<file path="config.mk">
export PLATFORM = sky130hd
export DESIGN_NAME = idx_block_i2c_target
export DESIGN_NICKNAME = d
export VERILOG_FILES = /design/src/rtl/idxi2c_pkg.sv /design/src/rtl/idxi2c_ctrl.sv /design/src/rtl/idxi2c_regs.sv /design/src/rtl/idx_block_i2c_target.sv
export SDC_FILE = /design/constraint.sdc
export NUM_CORES = 1
export LEC_CHECK = 0
export CORE_ASPECT_RATIO = 0.6
export CORE_MARGIN = 8
export CORE_UTILIZATION = 40
export CTS_CLUSTER_SIZE = 24
export DETAILED_ROUTE_END_ITERATION = 6
export DONT_BUFFER_PORTS = 1
export PLACE_DENSITY = 0.53
export SLEW_MARGIN = 25
export SYNTH_ARGS = -nofsm -noshare
export SYNTH_HDL_FRONTEND = slang
export SYNTH_HIERARCHICAL = 1
export SYNTH_SLANG_ARGS = --single-unit
</file>
<file path="constraint.sdc">
create_clock -name clk -period 6.64 [get_ports clk]
set_input_delay 0.332 -clock clk [delete_from_list [all_inputs] [get_ports clk]]
set_output_delay 0.332 -clock clk [all_outputs]
set_load 0.01 [all_outputs]
</file>
<file path="src/rtl/idxi2c_pkg.sv">
package idxi2c_pkg;
  localparam int REG_W = 8;
  localparam int BANK_REGS = 5;
  localparam logic [6:0] TARGET_ADDR = 7'h69;

  typedef struct packed {
    logic             ldIdx;
    logic             incIdx;
    logic             ldCnt;
    logic             wrEn;
    logic [REG_W-1:0] byteVal;
  } ctlStrobe_t;

  function automatic logic [REG_W-1:0] rwMask(input int i);
    case (i)
      0, 2, 3: return 8'hFF;
      1:       return 8'h07;
      default: return 8'h00;
    endcase
  endfunction

  function automatic logic [REG_W-1:0] resetVal(input int i);
    case (i)
      1:       return 8'h07;
      2:       return 8'hFF;
      3:       return 8'h37;
      default: return 8'h00;
    endcase
  endfunction

  function automatic logic [REG_W-1:0] roBits(input int i, input logic [4:0] fs,
                                              input logic ms);
    if (i == 1) return {fs, 3'b000};
    else if (i == 4) return {ms, 7'b0000000};
    else return 8'h00;
  endfunction
endpackage

</file>
<file path="src/rtl/idxi2c_ctrl.sv">
module idxi2c_ctrl
  import idxi2c_pkg::*;
#(
  parameter logic [6:0] DEV_ADDR = TARGET_ADDR
) (
  input  logic             clk,
  input  logic             rstN,
  input  logic             sclIn,
  input  logic             sdaIn,
  input  logic [REG_W-1:0] cntVal,
  input  logic [REG_W-1:0] rdData,
  output ctlStrobe_t       str,
  output logic             sdaOe
);
  typedef enum logic [2:0] {ST_IDLE, ST_RX, ST_ACK, ST_TX, ST_HACK} state_t;
  typedef enum logic [1:0] {PH_ADDR, PH_IDX, PH_CNT, PH_WDATA} phase_t;

  localparam int BIT_W = $clog2(REG_W + 1);
  localparam logic [BIT_W-1:0] FULL_BYTE = BIT_W'(REG_W);
  localparam logic [BIT_W-1:0] LAST_BIT = BIT_W'(REG_W - 1);

  logic [1:0] sclSync, sdaSync;
  logic sclQ, sdaQ, sclS, sdaS;
  logic sclRise, sclFall, startDet, stopDet;

  state_t state;
  phase_t phase;
  logic [BIT_W-1:0] bitCnt;
  logic [REG_W-1:0] shReg, txShift, remaining;
  logic rdMode, hostAcked, oeQ;

  always_ff @(posedge clk or negedge rstN) begin
    if (!rstN) begin
      sclSync <= 2'b11;
      sdaSync <= 2'b11;
      sclQ <= 1'b1;
      sdaQ <= 1'b1;
    end else begin
      sclSync <= {sclSync[0], sclIn};
      sdaSync <= {sdaSync[0], sdaIn};
      sclQ <= sclSync[1];
      sdaQ <= sdaSync[1];
    end
  end

  assign sclS = sclSync[1];
  assign sdaS = sdaSync[1];
  assign sclRise = sclS & ~sclQ;
  assign sclFall = ~sclS & sclQ;
  assign startDet = sclS & sclQ & sdaQ & ~sdaS;
  assign stopDet = sclS & sclQ & ~sdaQ & sdaS;

  always_ff @(posedge clk or negedge rstN) begin
    if (!rstN) begin
      state <= ST_IDLE;
      phase <= PH_ADDR;
      bitCnt <= '0;
      shReg <= '0;
      txShift <= '0;
      remaining <= '0;
      rdMode <= 1'b0;
      hostAcked <= 1'b0;
      oeQ <= 1'b0;
      str <= '0;
    end else begin
      str <= '0;
      if (stopDet) begin
        state <= ST_IDLE;
        oeQ <= 1'b0;
      end else if (startDet) begin
        state <= ST_RX;
        phase <= PH_ADDR;
        bitCnt <= '0;
        hostAcked <= 1'b0;
        oeQ <= 1'b0;
      end else begin
        case (state)
          ST_RX: begin
            if (sclRise && bitCnt != FULL_BYTE) begin
              shReg <= {shReg[REG_W-2:0], sdaS};
              bitCnt <= bitCnt + 1'b1;
            end else if (sclFall && bitCnt == FULL_BYTE) begin
              bitCnt <= '0;
              case (phase)
                PH_ADDR: begin
                  if (shReg[7:1] == DEV_ADDR) begin
                    rdMode <= shReg[0];
                    oeQ <= 1'b1;
                    state <= ST_ACK;
                  end else begin
                    state <= ST_IDLE;
                  end
                end
                PH_IDX: begin
                  str.ldIdx <= 1'b1;
                  str.byteVal <= shReg;
                  oeQ <= 1'b1;
                  state <= ST_ACK;
                end
                PH_CNT: begin
                  str.ldCnt <= 1'b1;
                  str.byteVal <= shReg;
                  remaining <= shReg;
                  oeQ <= 1'b1;
                  state <= ST_ACK;
                end
                default: begin
                  if (remaining != '0) begin
                    str.wrEn <= 1'b1;
                    str.incIdx <= 1'b1;
                    str.byteVal <= shReg;
                    remaining <= remaining - 1'b1;
                    oeQ <= 1'b1;
                    state <= ST_ACK;
                  end else begin
                    state <= ST_IDLE;
                  end
                end
              endcase
            end
          end
          ST_ACK: begin
            if (sclFall) begin
              if (phase == PH_ADDR && rdMode) begin
                txShift <= cntVal;
                oeQ <= ~cntVal[REG_W-1];
                bitCnt <= '0;
                state <= ST_TX;
              end else begin
                oeQ <= 1'b0;
                state <= ST_RX;
                case (phase)
                  PH_ADDR: phase <= PH_IDX;
                  PH_IDX:  phase <= PH_CNT;
                  default: phase <= PH_WDATA;
                endcase
              end
            end
          end
          ST_TX: begin
            if (sclFall) begin
              if (bitCnt == LAST_BIT) begin
                oeQ <= 1'b0;
                hostAcked <= 1'b0;
                state <= ST_HACK;
              end else begin
                txShift <= {txShift[REG_W-2:0], 1'b0};
                oeQ <= ~txShift[REG_W-2];
                bitCnt <= bitCnt + 1'b1;
              end
            end
          end
          ST_HACK: begin
            if (sclRise) begin
              if (sdaS) state <= ST_IDLE;
              else hostAcked <= 1'b1;
            end else if (sclFall && hostAcked) begin
              txShift <= rdData;
              oeQ <= ~rdData[REG_W-1];
              str.incIdx <= 1'b1;
              bitCnt <= '0;
              state <= ST_TX;
            end
          end
          default: ;
        endcase
      end
    end
  end

  assign sdaOe = oeQ;

  AST_OE_SCL_LOW: assert property (@(posedge clk) disable iff (!rstN)
    !$stable(oeQ) |-> !$past(sclS));

  AST_IDLE_RELEASED: assert property (@(posedge clk) disable iff (!rstN)
    (state == ST_IDLE) |-> !oeQ);

  AST_COMMIT_FULL_BYTE: assert property (@(posedge clk) disable iff (!rstN)
    str.wrEn |-> ($past(bitCnt) == FULL_BYTE));

  AST_WRITE_DIR_ONLY: assert property (@(posedge clk) disable iff (!rstN)
    str.wrEn |-> !rdMode);
endmodule

</file>
<file path="src/rtl/idxi2c_regs.sv">
module idxi2c_regs
  import idxi2c_pkg::*;
#(
  parameter int NUM_REGS = BANK_REGS
) (
  input  logic                      clk,
  input  logic                      rstN,
  input  ctlStrobe_t                str,
  input  logic [4:0]                fsStrap,
  input  logic                      multiSel,
  output logic [REG_W-1:0]          cntVal,
  output logic [REG_W-1:0]          rdData,
  output logic                      wrStb,
  output logic [REG_W-1:0]          wrIdx,
  output logic [REG_W-1:0]          wrData,
  output logic [NUM_REGS*REG_W-1:0] cfgBank
);
  localparam logic [REG_W-1:0] CNT_RESET = REG_W'(NUM_REGS);

  logic [REG_W-1:0] idxQ;
  logic [REG_W-1:0] view [NUM_REGS];

  always_ff @(posedge clk or negedge rstN) begin
    if (!rstN) begin
      idxQ <= '0;
      cntVal <= CNT_RESET;
      wrStb <= 1'b0;
      wrIdx <= '0;
      wrData <= '0;
    end else begin
      if (str.ldIdx) idxQ <= str.byteVal;
      else if (str.incIdx) idxQ <= idxQ + 1'b1;
      if (str.ldCnt) cntVal <= str.byteVal;
      wrStb <= str.wrEn;
      if (str.wrEn) begin
        wrIdx <= idxQ;
        wrData <= str.byteVal;
      end
    end
  end

  for (genvar i = 0; i < NUM_REGS; i++) begin : g_reg
    logic [REG_W-1:0] store;
    always_ff @(posedge clk or negedge rstN) begin
      if (!rstN) store <= resetVal(i) & rwMask(i);
      else if (str.wrEn && idxQ == REG_W'(i)) store <= str.byteVal & rwMask(i);
    end
    assign view[i] = (store & rwMask(i)) | roBits(i, fsStrap, multiSel);
    assign cfgBank[i*REG_W +: REG_W] = view[i];
  end

  always_comb begin
    rdData = '0;
    for (int i = 0; i < NUM_REGS; i++)
      if (idxQ == REG_W'(i)) rdData = view[i];
  end

  AST_IDX_STEP: assert property (@(posedge clk) disable iff (!rstN)
    ($past(str.wrEn) && !$past(str.ldIdx)) |-> (idxQ == $past(idxQ) + 8'd1));

  AST_STB_PULSE: assert property (@(posedge clk) disable iff (!rstN)
    wrStb |=> !wrStb);
endmodule

</file>
<file path="src/rtl/idx_block_i2c_target.sv">
module idx_block_i2c_target
  import idxi2c_pkg::*;
#(
  parameter logic [6:0] DEV_ADDR = TARGET_ADDR,
  parameter int NUM_REGS = BANK_REGS
) (
  input  logic                      clk,
  input  logic                      rstN,
  input  logic                      sclIn,
  input  logic                      sdaIn,
  output logic                      sdaOe,
  input  logic [4:0]                fsStrap,
  input  logic                      multiSel,
  output logic                      wrStb,
  output logic [REG_W-1:0]          wrIdx,
  output logic [REG_W-1:0]          wrData,
  output logic [NUM_REGS*REG_W-1:0] cfgBank
);
  ctlStrobe_t str;
  logic [REG_W-1:0] cntVal, rdData;

  idxi2c_ctrl #(.DEV_ADDR(DEV_ADDR)) u_ctrl (
    .clk(clk), .rstN(rstN), .sclIn(sclIn), .sdaIn(sdaIn),
    .cntVal(cntVal), .rdData(rdData), .str(str), .sdaOe(sdaOe)
  );

  idxi2c_regs #(.NUM_REGS(NUM_REGS)) u_regs (
    .clk(clk), .rstN(rstN), .str(str), .fsStrap(fsStrap), .multiSel(multiSel),
    .cntVal(cntVal), .rdData(rdData), .wrStb(wrStb), .wrIdx(wrIdx),
    .wrData(wrData), .cfgBank(cfgBank)
  );
endmodule

</file>
Yosys cells after proc, flatten, opt, wreduce, memory -nomap -nowiden

Cells that the tools add are included.

Add/subtract/negate cells: 3
Equal/unequal tests: 42
Muxes and demuxes: 82
Bitwise gates (word level): 19
Reduce and logical (&&, ||, !) cells: 31

Operators by type and width:

| cell                                                                   | count |
|---|---|
| 8-bit 2-to-1 mux                                                       | 8 |
| 12-bit 2-to-1 mux                                                      | 4 |
| 7-bit 2-to-1 mux                                                       | 6 |
| 4-bit 2-to-1 mux                                                       | 9 |
| 8-bit case mux with 2 select lines                                     | 2 |
| 3-bit 2-to-1 mux                                                       | 10 |
| 9-bit AND reduction                                                    | 3 |
| 1-bit 2-to-1 mux                                                       | 25 |
| 4-bit by 1-bit != test with 1-bit output (second input constant)       | 6 |
| 7-bit case mux with 3 select lines                                     | 1 |
| 3-bit by 1-bit != test with 1-bit output (second input constant)       | 6 |
| 8-bit by 2-bit equality test with 1-bit output (second input constant) | 2 |
| 4-bit case mux with 4 select lines                                     | 1 |
| 2-bit 2-to-1 mux                                                       | 7 |
| 7-bit AND reduction                                                    | 2 |
| 3-bit case mux with 4 select lines                                     | 1 |
| 1-bit NOT                                                              | 11 |
| 10-bit 2-to-1 mux                                                      | 1 |
| 2-bit by 1-bit != test with 1-bit output (second input constant)       | 5 |
| 9-bit 2-to-1 mux                                                       | 1 |
| 8-bit by 1-bit adder with 8-bit output (second input constant)         | 1 |
| 8-bit by 1-bit equality test with 1-bit output (second input constant) | 1 |
| 8-bit by 3-bit equality test with 1-bit output (second input constant) | 1 |
| 1-bit logical AND                                                      | 8 |
| 37 further kinds                                                       | 55 |

Bits in registers: 113
Input port bits: 10
Output and inout bits: 58
Logic and storage cells: 204

Depth between registers and ports, before layout

Gate-level depths: netlist of run 1.

Depth after elaboration: 12
Gate-level depth with buffers: 12
Mapped depth without buffers: 10

Cells and area by module

Netlist of run 1, hierarchy kept.

By module, submodules not included:

| module      | times used | cells each | area an instance (um^2) | seq. area each (um^2) |
|---|---|---|---|---|
| idxi2c_ctrl | 1          | 289        | 2,950.3                 | 1,333.8 |
| idxi2c_regs | 1          | 225        | 2,832.7                 | 1,524.0 |

Least setup slack after synthesis of run 1

OpenSTA, ideal clock, no wires.

Path type: flip-flop to flip-flop
Start point: reg u_regs.idxQ[1]
End point: reg u_ctrl.oeQ, in the netlist u_ctrl/sdaOe
Setup time: 0.087 ns
Arrival: 2.340 ns
Required time: 6.553 ns
Slack: 4.213 ns
Cell stages (with the launch flop): 13
Buffers on the path: 2
Period minus slack after synthesis: 2.427 ns
Cell sequence: dfrtp_1 > inv_1 > ha_1 > clkbuf_1 > nor2b_1 > buf_2 > a21oi_1 > or4_1 > a211oi_1 > and2_1 > o32ai_1 > or4b_2 > o211ai_1

Longest elaborated chain between the ends: 12
Elaborated cells on any way between the ends: 16
Classes of those cells: 4 x eq/ne; 10 x mux; 1 x bitwise; 1 x reduce/logical

RTL lines:

| element                              | RTL line                   | text |
|---|---|---|
| start: declaration                   | idxi2c_regs.sv:20          | `logic [REG_W-1:0] idxQ;` |
| start signal: assignment             | idxi2c_regs.sv:31          | `if (str.ldIdx) idxQ <= str.byteVal;` |
| start signal: assignment             | idxi2c_regs.sv:32          | `else if (str.incIdx) idxQ <= idxQ + 1'b1;` |
| 8-bit zero test                      | idxi2c_regs.sv:55          | `if (idxQ == REG_W'(i)) rdData = view[i];` |
| 8-bit 2-to-1 mux (4 in a row)        | idxi2c_regs.sv:55          |  |
| 8-bit 2-to-1 mux *                   | idxi2c_regs.sv:55          |  |
| named net rdData[7]                  | idx_block_i2c_target.sv:20 | `logic [REG_W-1:0] cntVal, rdData;` |
| 1-bit NOT *                          | idxi2c_ctrl.sv:159         | `oeQ <= ~rdData[REG_W-1];` |
| 1-bit 2-to-1 mux *                   | idxi2c_ctrl.sv:157         | `end else if (sclFall && hostAcked) begin` |
| 1-bit 2-to-1 mux *                   | idxi2c_ctrl.sv:154         | `if (sclRise) begin` |
| 1-bit case mux with 4 select lines * | idxi2c_ctrl.sv:77          | `case (state)` |
| 1-bit 2-to-1 mux *                   | idxi2c_ctrl.sv:70          | `end else if (startDet) begin` |
| 1-bit 2-to-1 mux *                   | idxi2c_ctrl.sv:67          | `if (stopDet) begin` |
| end signal: assignment               | idxi2c_ctrl.sv:126         | `oeQ <= ~cntVal[REG_W-1];` |
| end signal: assignment               | idxi2c_ctrl.sv:148         | `oeQ <= ~txShift[REG_W-2];` |
| end signal: assignment               | idxi2c_ctrl.sv:159         |  |
| end: declaration                     | idxi2c_ctrl.sv:30          | `logic rdMode, hostAcked, oeQ;` |

The timed path passes the listed nets; every way through them passes the cells marked *. The select of a mux whose other input is x is not followed.
A chain may end at the register's enable or synchronous reset.

Final worst setup path of run 1

Ends and elaborated chain as after synthesis.

==> impl_metrics.json, run 1 <==
{
  "outcome": "finished, final reports clean",
  "ant_nets": 0,
  "avgSynthCellArea_um2": 11.3,
  "stdcell_area_um2": 6470,
  "die-area_um2": 18700,
  "path_class": "reg -> reg",
  "clk_pin_slew_ns": 0.05,
  "vias": 3997,
  "grt.overflow.total": 0,
  "wl_per_cell_um": 19.7,
  "io_pins": 68,
  "yosys_warnings": 6,
  "clk_latency_ns": 0.41,
  "critical_path.max_fanout": 10,
  "period_needed_ns": 2.92,
  "start_util_pct": 40.5,
  "fin_crit_sh_pct": 44.0,
  "crit_arrival_ns": 3.20,
  "ys_types": 76,
  "final_common_cell": "dfrtp_1",
  "holdWs_ns": 0.354,
  "antenna_cells": 0,
  "pre_cts_ws_ns": 3.73,
  "dpl.cell_count": 678,
  "cp.required_ns": 6.92,
  "rsz0062_at_grt": "false",
  "place_congestion": 0.837,
  "async_reset_ff_share_pct": 100,
  "skew_ns": 0.00932,
  "max_slew.worst_pin.slew_ns": 0.839,
  "clk_path_buf_depth": 2,
  "fmax_mhz": 343,
  "numClockSinks": 113,
  "die-height_um": 109,
  "syn2layout_area_growth_pct": 11.8,
  "syn_inst": 514,
  "start_kind": "flop",
  "cts_hold_buf": 4,
  "place_area_um2": 5810,
  "vdd.ir_drop.worst_uv": 179,
  "final_cell_mix": "89 x dfrtp_1, 64 x mux2_2, 33 x nand2_1",
  "drc_errors": 0,
  "antenna_found_initial": 0,
  "hold_path_class": "reg -> reg",
  "power_density_nw_per_um2": 261,
  "setup-violations-final": 0,
  "post_cts.repair.setup_buffers": 0,
  "post-route-util_pct": 45.2,
  "drt_wl_total_um": 14100,
  "netlist_area_um2": 5780,
  "cts_root_buf": "clkbuf_16",
  "maxSlewViolCount": 0,
  "drive_gt1_share_pct": 27.7,
  "dpl.hpwl_um": 9820,
  "fin_ws_ns": 3.72,
  "synth_flop_cell": "dfrtp_1",
  "fin_cells": 714,
  "max_cap_violations": 0,
  "first_global_vias": 3871,
  "synth_seq_cells": 113,
  "die_w_um": 171,
  "crit_path_end_kind": "flop",
  "fill_cells": 1345,
  "track_usage_pct": 15.8,
  "via_per_inst": 5.60,
  "critPathSlowestCell": "nor2b_1",
  "grt_max_degree": 114,
  "hold_viol": 0,
  "first_iter_violations": 294,
  "path_cells": "inv_1, ha_1, nor2b_1, a21oi_1, or4_1, a211oi_1, and2_1, o32ai_1, or4b_2, o211ai_1",
  "grt_pass1_wl_um": 22600,
  "max_slew_margin_pct": 43.7,
  "cts_buffers": 17,
  "critPathMaxStageDelay_ns": 0.54,
  "post_cts_resized": 0,
  "first_pass_iters": 5,
  "cts_tree": "yes",
  "power_mw": 1.69,
  "core_um2": 14300,
  "synth_edf_count": 0,
  "p_leak_nw": 2.75,
  "ys_seq_area_share_pct": 49.4,
  "htree_levels": 4,
  "io_buffers": 0,
  "setup_tns_ns": 0,
  "row_count": 34,
  "layout.nets": 526
}
cell usage after synthesis, types with 11 or more instances:
library cell	count	area, um2
nand2_1	33	124
ha_1	13	163
inv_1	20	75.1
and2_1	11	68.8
nand3_1	15	75.1
buf_4	14	105
mux2_2	64	721
o21ai_0	16	80.1
dfrtp_1	89	2230
dfstp_2	24	631
clkbuf_1	12	45.0
nor2_1	28	105
a21oi_1	20	100
routing by layer:
metal	share of wire, %	wire length, um	GRT usage, %
met1	52	7330	24.3
met2	40	5670	20.3
met3	6.7	943	4.70
met4	0.92	129	4.82
met5	0	0	0
worst paths after layout:
| kind | start | endpoint | slack (ns) | cells past startpoint |
|---|---|---|---|---|
| worst max register to register | u_regs/idxQ[1] | u_ctrl/sdaOe | 3.72 | 10 |
| min in group asynchronous | rstN | u_regs/wrIdx[6] | 0.51 | 2 |
| max in group asynchronous | rstN | u_regs/cntVal[2] | 5.70 | 2 |
| worst max-delay path | u_regs/idxQ[1] | u_ctrl/sdaOe | 3.72 | 10 |
| worst min register to register | u_ctrl/sdaSync[0] | u_ctrl/sdaSync[1] | 0.35 | 0 |
| worst min-delay path | u_ctrl/sdaSync[0] | u_ctrl/sdaSync[1] | 0.35 | 0 |
power breakdown:
part | switching [mW] | leakage [nW] | internal [mW]
clock | 0.331 | 0.278 | 0.584
sequential | 0.0196 | 1.47 | 0.703
combinational | 0.0299 | 1.01 | 0.0203
total | 0.380 | 2.75 | 1.31
kinds of logic after synthesis:
logic type      share of synthesized area, %
compound gates                          13.6
xor+xnor                                1.21
fa+ha+maj                               2.81
buf+inv                                 5.52
flops                                   49.4
mux                                     13.2
other cells                           0.0648
simple gates                            14.3
flip-flops by register name, indices dropped and copies added, names as in the netlist:
register	cells
u_regs/wrData	8
u_regs/wrStb	1
u_ctrl/sclQ	1
u_ctrl/hostAcked	1
u_regs/cntVal	8
u_ctrl/remaining	8
u_ctrl/state	3
u_regs/g.store	27
u_regs/wrIdx	8
u_ctrl/sdaOe	1
u_ctrl/phase	2
u_ctrl/bitCnt	4
u_ctrl/rdMode	1
u_regs/idxQ	8
u_ctrl/sclSync	2
u_ctrl/sdaSync	2
u_ctrl/sdaQ	1
u_ctrl/str	12
u_ctrl/shReg	8
u_ctrl/txShift	7
worst max-delay path: cells and delay by family, from the launching register on:
family	cells	cell delay [ns]
fa+ha+maj	1	0.33
simple gates	4	1.43
flops	1	0.43
compound gates	4	0.52
buf+inv	1	0.09
final cells by class:
class | count | area, um2 | share of cell area (%)
Clock buffer | 21 | 470 | 7.28
Clock inverter | 11 | 129 | 1.99
Inverter | 20 | 75.1 | 1.16
Multi-Input combinational cell | 347 | 2630 | 40.7
Sequential cell | 113 | 2860 | 44.2
Tap cell | 198 | 248 | 3.83
Timing Repair Buffer | 4 | 57.6 | 0.890
Note: power is estimated with default switching activity, not from simulation.
==> inputs of run 2 (changes only) <==
--- a/config.mk
+++ b/config.mk
@@ -5,13 +5,14 @@
 export SDC_FILE = /design/constraint.sdc
 export NUM_CORES = 1
 export LEC_CHECK = 0
+export ABC_AREA = 1
 export CORE_ASPECT_RATIO = 0.6
 export CORE_MARGIN = 8
 export CORE_UTILIZATION = 40
 export CTS_CLUSTER_SIZE = 24
 export DETAILED_ROUTE_END_ITERATION = 6
 export DONT_BUFFER_PORTS = 1
-export PLACE_DENSITY = 0.53
+export PLACE_DENSITY = 0.55
 export SLEW_MARGIN = 25
 export SYNTH_ARGS = -nofsm -noshare
 export SYNTH_HDL_FRONTEND = slang
==> constraint.sdc (replaced) <==
create_clock -name clk -period 2.38 [get_ports clk]
set_input_delay 0.119 -clock clk [delete_from_list [all_inputs] [get_ports clk]]
set_output_delay 0.119 -clock clk [all_outputs]
set_load 0.01 [all_outputs]
==> run 2 against run 1 <==
Against the previous run:
- the run now ends with negative hold slack left
- flip-flop and latch count did not move
- via count up 23%
- clock-buffer cell count is 3 lower
- clock skew grew 0.0023 ns
- sequential share of layout area decreased by 2.9 points
- sequential power rose to 3.0 times the previous value
- cell count rose by 35%
- hold slack got worse by 0.94 ns
- maximum frequency grew 42%
- register-to-register slack worse by 3.4 ns
- final area up 7.0%
- worst setup slack worse by 3.4 ns
==> impl_metrics.json, run 2 <==
{
  "rsz0062_at_grt": "false",
  "path_cells": "inv_1, ha_1, nand2_4, nor2_8, a21oi_1, nand2_1, nand2_1, nand2_1, nand2_1, or2_2, nand4_1, nand2_1, inv_1, nand2_1, nand2_1",
  "crit_arrival_ns": 2.40,
  "io_buffers": 0,
  "path_class": "reg -> reg",
  "netlist_area_um2": 6250,
  "post_cts_resized": 0,
  "clk_path_buf_depth": 2,
  "drt_wl_total_um": 15400,
  "crit_path_end_kind": "flop",
  "antenna_cells": 0,
  "layout.nets": 769,
  "max_slew.worst_pin.slew_ns": 0.579,
  "synth_top_area_share_pct": 35.6,
  "vias": 4914,
  "first_iter_violations": 391,
  "skew_ns": 0.0116,
  "numClockSinks": 113,
  "cts_hold_buf": 2,
  "die-height_um": 113,
  "track_usage_pct": 15.8,
  "wl_per_cell_um": 16.0,
  "start_kind": "flop",
  "antenna_found_initial": 0,
  "grt_max_degree": 114,
  "ant_nets": 0,
  "synth_flop_cell": "dfrtp_1",
  "largest-register": "u_regs/g.store",
  "fmax_mhz": 487,
  "clk_pin_slew_ns": 0.06,
  "largest_reg_flops": 27,
  "cts_root_buf": "clkbuf_16",
  "synth_top_area_cell": "dfrtp_1",
  "synth.most_common_cell": "nand2_1",
  "synth_common_cells": "195 x nand2_1, 89 x dfrtp_1, 77 x nor2_1",
  "hold_viol": 113,
  "violations": "negative hold slack",
  "fill_cells": 1489,
  "synth.area.top_cells": "dfrtp_1 36%, nand2_1 12%, dfstp_2 10%, nor2_1 4.6%, o21ai_2 4.1%",
  "place_congestion": 0.850,
  "holdWs_ns": -0.585,
  "power_density_nw_per_um2": 849,
  "ys_seq_area_share_pct": 45.7,
  "grt.overflow.total": 0,
  "met2_usage_pct": 21.6,
  "drive_gt1_share_pct": 18.4,
  "syn_inst": 749,
  "vdd.ir_drop.worst_uv": 421,
  "critPathSlowestCell": "dfrtp_1",
  "async_reset_ff_share_pct": 100,
  "setup-violations-final": 0,
  "via_per_inst": 5.11,
  "clk_latency_ns": 0.41,
  "drc_errors": 0,
  "critPathMostFrequentCell": "nand2_1",
  "yosys_warnings": 6,
  "first_pass_iters": 5,
  "final_cell_mix": "195 x nand2_1, 89 x dfrtp_1, 77 x nor2_1",
  "hold_path_class": "in -> async",
  "cp.required_ns": 2.73,
  "critPathMaxStageDelay_ns": 0.43,
  "max_cap_violations": 0,
  "max_slew_margin_pct": 61.1,
  "ys_types": 47,
  "syn2layout_area_growth_pct": 10.8,
  "outcome": "finished with violations",
  "period_needed_ns": 2.05,
  "globalRouteMet1Util_pct": 23.9,
  "avgSynthCellArea_um2": 8.34,
  "critical_path.max_fanout": 16,
  "die-area_um2": 20000,
  "setup_tns_ns": 0,
  "maxSlewViolCount": 0,
  "final_common_cell": "nand2_1",
  "synth_edf_count": 0,
  "core_um2": 15300,
  "grt_pass1_wl_um": 25200,
  "top_usage_layer": "met1",
  "grtUsageMet3_pct": 4.16,
  "fin_crit_sh_pct": 86.2,
  "start_util_pct": 40.8,
  "cts_buffers": 17,
  "htree_levels": 4,
  "row_count": 35,
  "io_pins": 68,
  "die_w_um": 177,
  "p_leak_nw": 3.22,
  "largest_registers": "u_regs/g.store (27), u_ctrl/str (12)",
  "first_global_vias": 4584,
  "dpl.hpwl_um": 11300,
  "post_cts.repair.setup_buffers": 0,
  "synth_seq_cells": 113,
  "cts_tree": "yes"
}
==> run 2: cell count changes after synthesis, moves of 10 or more <==
cell / change
mux2_2: -63
o21ai_1: +12
nand3_1: +23
nand2_1: +162
a21oi_1: +30
o21ai_0: +10
and2_1: -11
inv_1: +47
o21ai_2: +29
nor2_1: +49
==> run 2: where the power goes <==
| part | internal (mW) | leakage, nW | switching, mW |
|---|---|---|---|
| combinational | 0.355 | 1.44 | 0.732 |
| sequential | 2.03 | 1.48 | 0.135 |
| clock | 1.61 | 0.300 | 1.01 |
==> run 2: per-layer routing <==
metal  routed length, um  part of all wire [%]  up-vias
met2                6350                    41      151
met3                1090                   7.1       13
met4                 121                  0.78        0
met5                   0                     0        -
met1                7860                    51     2360
li1                    -                     -     2390
==> run 2: worst paths after layout <==
check                                       start                  endpoint  slack (ns)  depth (start not counted)
max in group asynchronous                    rstN  u_regs/g_reg[2].store[7]        2.73                          0
worst min-delay path                         rstN       u_ctrl/remaining[3]       -0.59                          0
worst max register to register     u_regs/idxQ[0]              u_ctrl/sdaOe        0.33                         15
worst min register to register  u_ctrl/sdaSync[0]         u_ctrl/sdaSync[1]        0.36                          0
min in group clk                       fsStrap[3]         u_ctrl/txShift[6]        0.21                          8
worst max-delay path               u_regs/idxQ[0]              u_ctrl/sdaOe        0.33                         15
==> run 2: cell type report <==
cell class | count | area, um2 | area share [%]
clock inverters | 14 | 170 | 2.46
inverters | 74 | 285 | 4.12
multi-input cells | 534 | 2870 | 41.4
clock buffers | 18 | 439 | 6.34
well taps | 203 | 254 | 3.67
repair buffers | 6 | 50.0 | 0.723
flip-flops and latches | 113 | 2860 | 41.3
==> run 2: metrics by stage <==
step                power (mW)  setup WS (ns)  area [um2]  util (%)  instances
detailed placement        3.26          0.352        6290      41.1        928
finish                    5.88          0.328        6920      45.2        962
CTS                       5.92          0.328        6920      45.2        962
global route              6.18          0.104        6920      45.2        962
global placement          3.25          0.417        6290      41.1        928
floorplan                 3.04          0.564        6270         -        755
==> run 2: critical path, delay by kind of cell (launching register included) <==
kind	cells	cell delay, ns
DFF	1	0.43
buffers and inverters	2	0.21
AOI/OAI and AO/OA	1	0.07
adders and majority gates	1	0.22
and+or+nand+nor	11	1.06
==> run 2: cells by family (layout without fill, tap and decap cells) <==
logic type | after synthesis | count (layout) | share of synthesized area [%]
multiplexers | 3 | 3 | 0.501
buffers and inverters | 108 | 112 | 8.77
AO/OA/AOI/OAI | 138 | 138 | 13.7
other | 1 | 7 | 0.0600
XOR/XNOR | 7 | 7 | 0.981
adder cells (fa/ha/maj) | 13 | 13 | 2.60
flip-flops | 113 | 113 | 45.7
AND/OR/NAND/NOR | 366 | 366 | 27.6
